[config.mk]
export PLATFORM = sky130hd
export DESIGN_NAME = tmr_pair
export DESIGN_NICKNAME = d
export VERILOG_FILES = /design/src/rtl/tmr_pkg.sv /design/src/rtl/tmr_sync.sv /design/src/rtl/tmr_core.sv /design/src/rtl/tmr_pair.sv
export SDC_FILE = /design/constraint.sdc
export NUM_CORES = 1
export LEC_CHECK = 0
export ABC_AREA = 1
export BUFFER_PORTS_ARGS = -buffer_cell sky130_fd_sc_hd__buf_2
export CAP_MARGIN = 30
export CORE_MARGIN = 2
export CORE_UTILIZATION = 65
export DETAILED_ROUTE_END_ITERATION = 7
export GPL_ROUTABILITY_DRIVEN = 0
export HOLD_SLACK_MARGIN = 0.08
export PLACE_DENSITY = 0.92
export SLEW_MARGIN = 20
export SYNTH_ARGS = -nofsm -noshare
export SYNTH_HDL_FRONTEND = slang
export SYNTH_HIERARCHICAL = 1
export SYNTH_SLANG_ARGS = --single-unit
[constraint.sdc]
create_clock -name clk -period 4.9 [get_ports clk]
set_input_delay 0.49 -clock clk [delete_from_list [all_inputs] [get_ports clk]]
set_output_delay 0.49 -clock clk [all_outputs]
set_load 0.02 [all_outputs]
[src/rtl/tmr_pkg.sv]
// Package: shared types and register addresses for the dual timer unit.
// Assumes a 3-bit register address space and 8-bit data.
package tmr_pkg;
    localparam int ADDR_W = 3;

    typedef enum logic [1:0] {
        TM_13    = 2'd0,
        TM_16    = 2'd1,
        TM_RLD8  = 2'd2,
        TM_SPLIT = 2'd3
    } tmr_mode_e;

    // One timer's configuration nibble: [3] gate, [2] ext source, [1:0] mode
    typedef struct packed {
        logic      gate;
        logic      ext;
        tmr_mode_e mode;
    } tmr_cfg_t;

    localparam logic [ADDR_W-1:0] ADDR_CTRL = 3'd0;
    localparam logic [ADDR_W-1:0] ADDR_MODE = 3'd1;
    localparam logic [ADDR_W-1:0] ADDR_TL0  = 3'd2;
endpackage

[src/rtl/tmr_sync.sv]
// Module: tmr_sync
// Brings one asynchronous pin into the clock domain through STAGES flops.
// With FALL_DETECT=1 the output is a one-cycle pulse per 1-to-0 transition
// of the synchronized level; otherwise it is the synchronized level.
// Assumes STAGES >= 2.
module tmr_sync #(
    parameter int STAGES      = 2,
    parameter bit FALL_DETECT = 1
) (
    input  logic clk,
    input  logic rst_n,
    input  logic pin_i,
    output logic out_o
);
    logic [STAGES-1:0] sh_q;

    // Shift the pin through the synchronizer chain
    always_ff @(posedge clk) begin
        if (!rst_n) sh_q <= '0;
        else        sh_q <= {sh_q[STAGES-2:0], pin_i};
    end

    generate
        if (FALL_DETECT) begin : g_fall
            logic prev_q;

            // Remember the previous synchronized sample
            always_ff @(posedge clk) begin
                if (!rst_n) prev_q <= 1'b0;
                else        prev_q <= sh_q[STAGES-1];
            end

            assign out_o = prev_q & ~sh_q[STAGES-1];

            AST_FALL_SINGLE: assert property (@(posedge clk) disable iff (!rst_n)
                out_o |=> !out_o);
        end else begin : g_level
            assign out_o = sh_q[STAGES-1];
        end
    endgenerate
endmodule

[src/rtl/tmr_core.sv]
// Module: tmr_core
// One timer: low and high count bytes with four counting modes.
// inc_main_i steps the main count, and inc_hi_i steps the high byte in split
// mode. A bus write to a byte replaces the count step.
// HAS_SPLIT=0 makes mode 3 hold the count. Assumes PRE_BITS < BYTE_W.
module tmr_core
    import tmr_pkg::*;
#(
    parameter int BYTE_W    = 8,
    parameter int PRE_BITS  = 5,
    parameter bit HAS_SPLIT = 1
) (
    input  logic              clk,
    input  logic              rst_n,
    input  tmr_mode_e         mode_i,
    input  logic              inc_main_i,
    input  logic              inc_hi_i,
    input  logic              wr_lo_i,
    input  logic              wr_hi_i,
    input  logic [BYTE_W-1:0] wdata_i,
    output logic [BYTE_W-1:0] lo_o,
    output logic [BYTE_W-1:0] hi_o,
    output logic              ovf_main_o,
    output logic              ovf_hi_o
);
    localparam int W2 = 2 * BYTE_W;
    localparam logic [W2-1:0]       ONE2 = {{(W2-1){1'b0}}, 1'b1};
    localparam logic [BYTE_W-1:0]   ONE1 = {{(BYTE_W-1){1'b0}}, 1'b1};
    localparam logic [PRE_BITS-1:0] ONEP = {{(PRE_BITS-1){1'b0}}, 1'b1};

    logic [BYTE_W-1:0]   lo_q, hi_q, lo_n, hi_n;
    logic [PRE_BITS-1:0] pre;
    logic [W2-1:0]       cnt_inc;
    logic                blk;

    assign pre     = lo_q[PRE_BITS-1:0];
    assign cnt_inc = {hi_q, lo_q} + ONE2;
    assign blk     = wr_lo_i | wr_hi_i;

    // Next-state count and overflow pulses for the selected mode
    always_comb begin
        lo_n       = lo_q;
        hi_n       = hi_q;
        ovf_main_o = 1'b0;
        ovf_hi_o   = 1'b0;
        case (mode_i)
            TM_13: if (inc_main_i && !blk) begin
                if (&pre) begin
                    lo_n[PRE_BITS-1:0] = '0;
                    hi_n               = hi_q + ONE1;
                    ovf_main_o         = &hi_q;
                end else begin
                    lo_n[PRE_BITS-1:0] = pre + ONEP;
                end
            end
            TM_16: if (inc_main_i && !blk) begin
                {hi_n, lo_n} = cnt_inc;
                ovf_main_o   = &{hi_q, lo_q};
            end
            TM_RLD8: if (inc_main_i && !blk) begin
                ovf_main_o = &lo_q;
                lo_n       = (&lo_q) ? hi_q : lo_q + ONE1;
            end
            TM_SPLIT: if (HAS_SPLIT) begin
                if (inc_main_i && !wr_lo_i) begin
                    lo_n       = lo_q + ONE1;
                    ovf_main_o = &lo_q;
                end
                if (inc_hi_i && !wr_hi_i) begin
                    hi_n     = hi_q + ONE1;
                    ovf_hi_o = &hi_q;
                end
            end
            default: ;
        endcase
        if (wr_lo_i) lo_n = wdata_i;
        if (wr_hi_i) hi_n = wdata_i;
    end

    // Count byte registers
    always_ff @(posedge clk) begin
        if (!rst_n) begin
            lo_q <= '0;
            hi_q <= '0;
        end else begin
            lo_q <= lo_n;
            hi_q <= hi_n;
        end
    end

    assign lo_o = lo_q;
    assign hi_o = hi_q;

    AST_RLD8_RELOAD: assert property (@(posedge clk) disable iff (!rst_n)
        (mode_i == TM_RLD8 && inc_main_i && !blk && &lo_q) |=> (lo_q == $past(hi_q)));
    AST_M16_WRAP: assert property (@(posedge clk) disable iff (!rst_n)
        (mode_i == TM_16 && inc_main_i && !blk && &{hi_q, lo_q}) |=> ({hi_q, lo_q} == '0));
    AST_WRITE_LOADS: assert property (@(posedge clk) disable iff (!rst_n)
        wr_lo_i |=> (lo_q == $past(wdata_i)));
    AST_IDLE_HOLD: assert property (@(posedge clk) disable iff (!rst_n)
        (!inc_main_i && !inc_hi_i && !blk) |=> ($stable(lo_q) && $stable(hi_q)));

    generate
        if (!HAS_SPLIT) begin : g_nosplit
            AST_NO_SPLIT_HOLD: assert property (@(posedge clk) disable iff (!rst_n)
                (mode_i == TM_SPLIT && !blk) |=> ($stable(lo_q) && $stable(hi_q)));
        end
    endgenerate
endmodule

[src/rtl/tmr_pair.sv]
// Module: tmr_pair (top)
// Two timer/counters behind one byte-wide register bus. Holds run bits,
// flags and configuration, qualifies count events (run, gate, source) and
// routes overflows to flags. Timer 0 alone supports split mode. Its high
// byte then uses run bit 1 and flag 1. Reads are combinational.
module tmr_pair
    import tmr_pkg::*;
#(
    parameter int DATA_W      = 8,
    parameter int PRE_BITS    = 5,
    parameter int SYNC_STAGES = 2
) (
    input  logic              clk,
    input  logic              rst_n,
    input  logic              tick_i,
    input  logic [1:0]        cnt_pin_i,
    input  logic [1:0]        gate_pin_i,
    input  logic [ADDR_W-1:0] sfr_addr_i,
    input  logic              sfr_we_i,
    input  logic [DATA_W-1:0] sfr_wdata_i,
    output logic [DATA_W-1:0] sfr_rdata_o,
    output logic [1:0]        flag_o
);
    localparam int N_TMR = 2;
    localparam int CFG_W = $bits(tmr_cfg_t);

    logic [N_TMR-1:0]  run_q, flag_q, set_flag;
    logic [DATA_W-1:0] mode_q;
    logic [N_TMR-1:0]  fall_w, gate_w, inc_w, ovf_main_w, ovf_hi_w;
    logic [DATA_W-1:0] lo_w [N_TMR];
    logic [DATA_W-1:0] hi_w [N_TMR];
    tmr_cfg_t          cfg  [N_TMR];
    logic              split0, wr_ctrl;

    assign wr_ctrl = sfr_we_i && (sfr_addr_i == ADDR_CTRL);

    generate
        for (genvar i = 0; i < N_TMR; i++) begin : g_tmr
            localparam logic [ADDR_W-1:0] A_LO = ADDR_TL0 + ADDR_W'(2 * i);
            localparam logic [ADDR_W-1:0] A_HI = A_LO + ADDR_W'(1);
            logic inc_hi;

            assign cfg[i] = tmr_cfg_t'(mode_q[CFG_W*i +: CFG_W]);

            tmr_sync #(.STAGES(SYNC_STAGES), .FALL_DETECT(1'b1)) u_cnt_sync (
                .clk(clk), .rst_n(rst_n), .pin_i(cnt_pin_i[i]), .out_o(fall_w[i]));
            tmr_sync #(.STAGES(SYNC_STAGES), .FALL_DETECT(1'b0)) u_gate_sync (
                .clk(clk), .rst_n(rst_n), .pin_i(gate_pin_i[i]), .out_o(gate_w[i]));

            assign inc_w[i] = run_q[i] && (!cfg[i].gate || gate_w[i])
                              && (cfg[i].ext ? fall_w[i] : tick_i);
            assign inc_hi   = (i == 0) ? (run_q[N_TMR-1] & tick_i) : 1'b0;

            tmr_core #(.BYTE_W(DATA_W), .PRE_BITS(PRE_BITS), .HAS_SPLIT(i == 0)) u_core (
                .clk        (clk),
                .rst_n      (rst_n),
                .mode_i     (cfg[i].mode),
                .inc_main_i (inc_w[i]),
                .inc_hi_i   (inc_hi),
                .wr_lo_i    (sfr_we_i && sfr_addr_i == A_LO),
                .wr_hi_i    (sfr_we_i && sfr_addr_i == A_HI),
                .wdata_i    (sfr_wdata_i),
                .lo_o       (lo_w[i]),
                .hi_o       (hi_w[i]),
                .ovf_main_o (ovf_main_w[i]),
                .ovf_hi_o   (ovf_hi_w[i])
            );
        end
    endgenerate

    assign split0      = (cfg[0].mode == TM_SPLIT);
    assign set_flag[0] = ovf_main_w[0];
    // timer 1 never raises a split-high overflow, so OR-ing both is exact
    assign set_flag[1] = split0 ? (|ovf_hi_w) : ovf_main_w[1];

    // Control and configuration registers; hardware flag set beats a clear
    always_ff @(posedge clk) begin
        if (!rst_n) begin
            run_q  <= '0;
            flag_q <= '0;
            mode_q <= '0;
        end else begin
            if (wr_ctrl) begin
                run_q  <= sfr_wdata_i[1:0];
                flag_q <= sfr_wdata_i[5:4] | set_flag;
            end else begin
                flag_q <= flag_q | set_flag;
            end
            if (sfr_we_i && sfr_addr_i == ADDR_MODE) mode_q <= sfr_wdata_i;
        end
    end

    // Read-back multiplexer over the register map
    always_comb begin
        sfr_rdata_o = '0;
        if (sfr_addr_i == ADDR_CTRL) sfr_rdata_o = {2'b00, flag_q, 2'b00, run_q};
        if (sfr_addr_i == ADDR_MODE) sfr_rdata_o = mode_q;
        for (int i = 0; i < N_TMR; i++) begin
            if (sfr_addr_i == ADDR_TL0 + ADDR_W'(2 * i))     sfr_rdata_o = lo_w[i];
            if (sfr_addr_i == ADDR_TL0 + ADDR_W'(2 * i + 1)) sfr_rdata_o = hi_w[i];
        end
    end

    assign flag_o = flag_q;

    AST_FLAG0_SET: assert property (@(posedge clk) disable iff (!rst_n)
        ovf_main_w[0] |=> flag_q[0]);
    AST_FLAG1_SET: assert property (@(posedge clk) disable iff (!rst_n)
        set_flag[1] |=> flag_q[1]);
    AST_SPLIT_OWNS_FLAG1: assert property (@(posedge clk) disable iff (!rst_n)
        (split0 && !ovf_hi_w[0] && !wr_ctrl) |=> (flag_q[1] == $past(flag_q[1])));
endmodule

==> impl_metrics.toml <==
[outcome]
outcome = "completed"

[synth]
syn-num-nets = 738
synthCells = 704
synth.avg_cell_area_um2 = 6.07
synth_warnings = 6
syn-cell-area_um2 = 4270

[layout]
mostFrequentLayoutCells = "nand2_1 (189), inv_1 (83), nor2_1 (82), nand3_1 (58), dfxtp_1 (54)"
seq_area_um2 = 1080
antenna_cells = 0
mostFrequentLayoutCell = "nand2_1"
multiInputGateArea_um2 = 2740
drive_above_1_share = 0.138
fillers = 541
final_area_um2 = 4540
layout.nets = 763
syn_to_final_growth_pct = 6.39
utilization = 0.716

[global_route]
grt_overflow_total = 0
grt_max_degree = 34
grtUsageTotal = 0.350
antenna_found_initial = 0
grt_pass1_vias = 4361
grt_first_pass_wirelength_um = 20500

[pwr]
power.leakage_nw = 2.05
ir_drop_v = 0.000168
p_per_area_nw_per_um2 = 206
total_power_w = 0.000935

[detailed_routing]
routed_wl_um = 12700
drtPass1Iterations = 6
drc = 0
drt_iter0_markers = 615
ant_nets = 0
vias_per_cell = 6.04
vias = 4875
wire_per_inst_um = 15.7

[critical_path]
reg2regPathDepth = 12
crit_required_ns = 5.09
endpoint_kind = "flip-flop"
critPathKind = "primary input to flip-flop"
crit_family = "simple AND/OR/NAND/NOR gates"
cp.arrival_ns = 2.82
cp_cell_sequence = "buf_2, inv_2, nand2_1, nor2_2, inv_2, nor2_1, inv_2, nand3_1, a21oi_1, o21ai_1, nor2_1, nand2_1, a21oi_1"
critPathMaxStageDelay_ns = 0.57
cp_slowest_cell = "nor2_1"
r2r-end = "flag_o[0]"
r2r_start = "g_tmr[0].u_cnt_sync/g_fall.prev_q"
startpoint_type = "primary input"
timing.critical_path.mode_cell = "inv_2"
cp_num_buf_inv = 4
path_max_fanout = 13
rrSetupSlack_ns = 2.58

[die]
row_count = 29
dieArea_um2 = 7240
fp.coreArea_um2 = 6350
die_y_um = 85.1
fp.dieW_um = 85.1
ioPinCount = 29
initial_utilization = 0.673

[clock_tree]
post_cts_buffers = 0
insertion_delay_ns = 0.32
clockBufferDepth = 2
cts_buffers = 5
cts.reportedPaths.clkPinSlew_ns = 0.11
post_cts_resized = 0
clock_sinks = 54
cts_tree = "done"
cts.htree.levels = 2
root_buffer = "clkbuf_8"
ctsHoldBuffers = 0

[worst_hold_path]
whs_endpoint = "g_tmr[0].u_gate_sync/sh_q[0]"
hold_path_depth = 3
min_path_type = "primary input to flip-flop"
hold_start = "gate_pin_i[0]"

[timing]
worstMarginPinSlew_ns = 0.734
setup_viol = 0
finalSetupTns_ns = 0
fmax_ghz = 0.381
maxSlewViolCount = 0
fin_crit_ns = 2.62
slew_headroom = 0.509
period_share = 0.535
rsz0062_at_grt = "no"
finClkSkew_ns = 0.00810
hold_viol = 0

[place]
io_buffers = 28
hpwl_um = 9460
placed_area_um2 = 4440

[run]
drv_cap = 0
worst register-to-register path: stages (launching register included):
cell,delay (ns)
dfxtp_1,0.33
inv_1,0.04
nor2_1,0.08
inv_1,0.04
nand2_1,0.04
o21ai_0,0.07
a211oi_1,0.47
nand2_1,0.20
nor2_1,0.16
o2111ai_1,0.14
o31ai_1,0.45
o21ai_1,0.16
inv_1,0.09
final cells by class:
class	instances	share of cell area
clock buffers	5	0.0151
clock inverters	3	0.00633
inverters	99	0.0823
multi-input cells	539	0.604
flip-flops and latches	54	0.238
well taps	77	0.0212
repair buffers	30	0.0336
layer usage:
layer | global-route usage | vias to the layer above | wire length [µm]
li1 | - | 2318 | -
met3 | 0.0613 | 59 | 1510
met2 | 0.549 | 319 | 5650
met1 | 0.465 | 2179 | 4940
met4 | 0.172 | 0 | 608
met5 | 0 | - | 0
registers in the layout, summed over array words and instances (netlist names):
register	flops
g_tmr.u_core/hi_o	16
run_q	2
g_tmr.u_cnt_sync/sh_q	4
flag_o	2
g_tmr.u_cnt_sync/g_fall.prev_q	2
g_tmr.u_core/lo_o	16
g_tmr.u_gate_sync/sh_q	4
mode_q	8
how the worst max path moves through the flow:
stage | from | to | cells after the start
after floorplan | sfr_addr_i[2] | flag_o[1] | 13
after global placement | sfr_addr_i[2] | g_tmr[0].u_core/lo_o[7] | 13
after detailed placement | sfr_addr_i[2] | g_tmr[0].u_core/lo_o[6] | 13
after CTS | sfr_addr_i[2] | g_tmr[0].u_core/lo_o[6] | 13
after global routing | sfr_addr_i[2] | g_tmr[0].u_core/lo_o[5] | 12
final | sfr_addr_i[2] | g_tmr[0].u_core/lo_o[5] | 13
where the power goes:
part / internal (W) / switching, W / total, W
registers: 0.000456 / 0.0000250 / 0.000481
logic: 0.0000563 / 0.000121 / 0.000178
clock network: 0.000107 / 0.000169 / 0.000276
total: 0.000620 / 0.000315 / 0.000935
stage by stage:
stage	setup WS (ns)	hold slack, ns	cells
global placement	2.21	0.389	798
CTS	2.37	0.337	806
finish	2.28	0.341	807
floorplan	3.01	0.386	704
detailed placement	2.06	0.409	798
global route	2.06	0.335	807
Power figures use the tool's default switching activity.
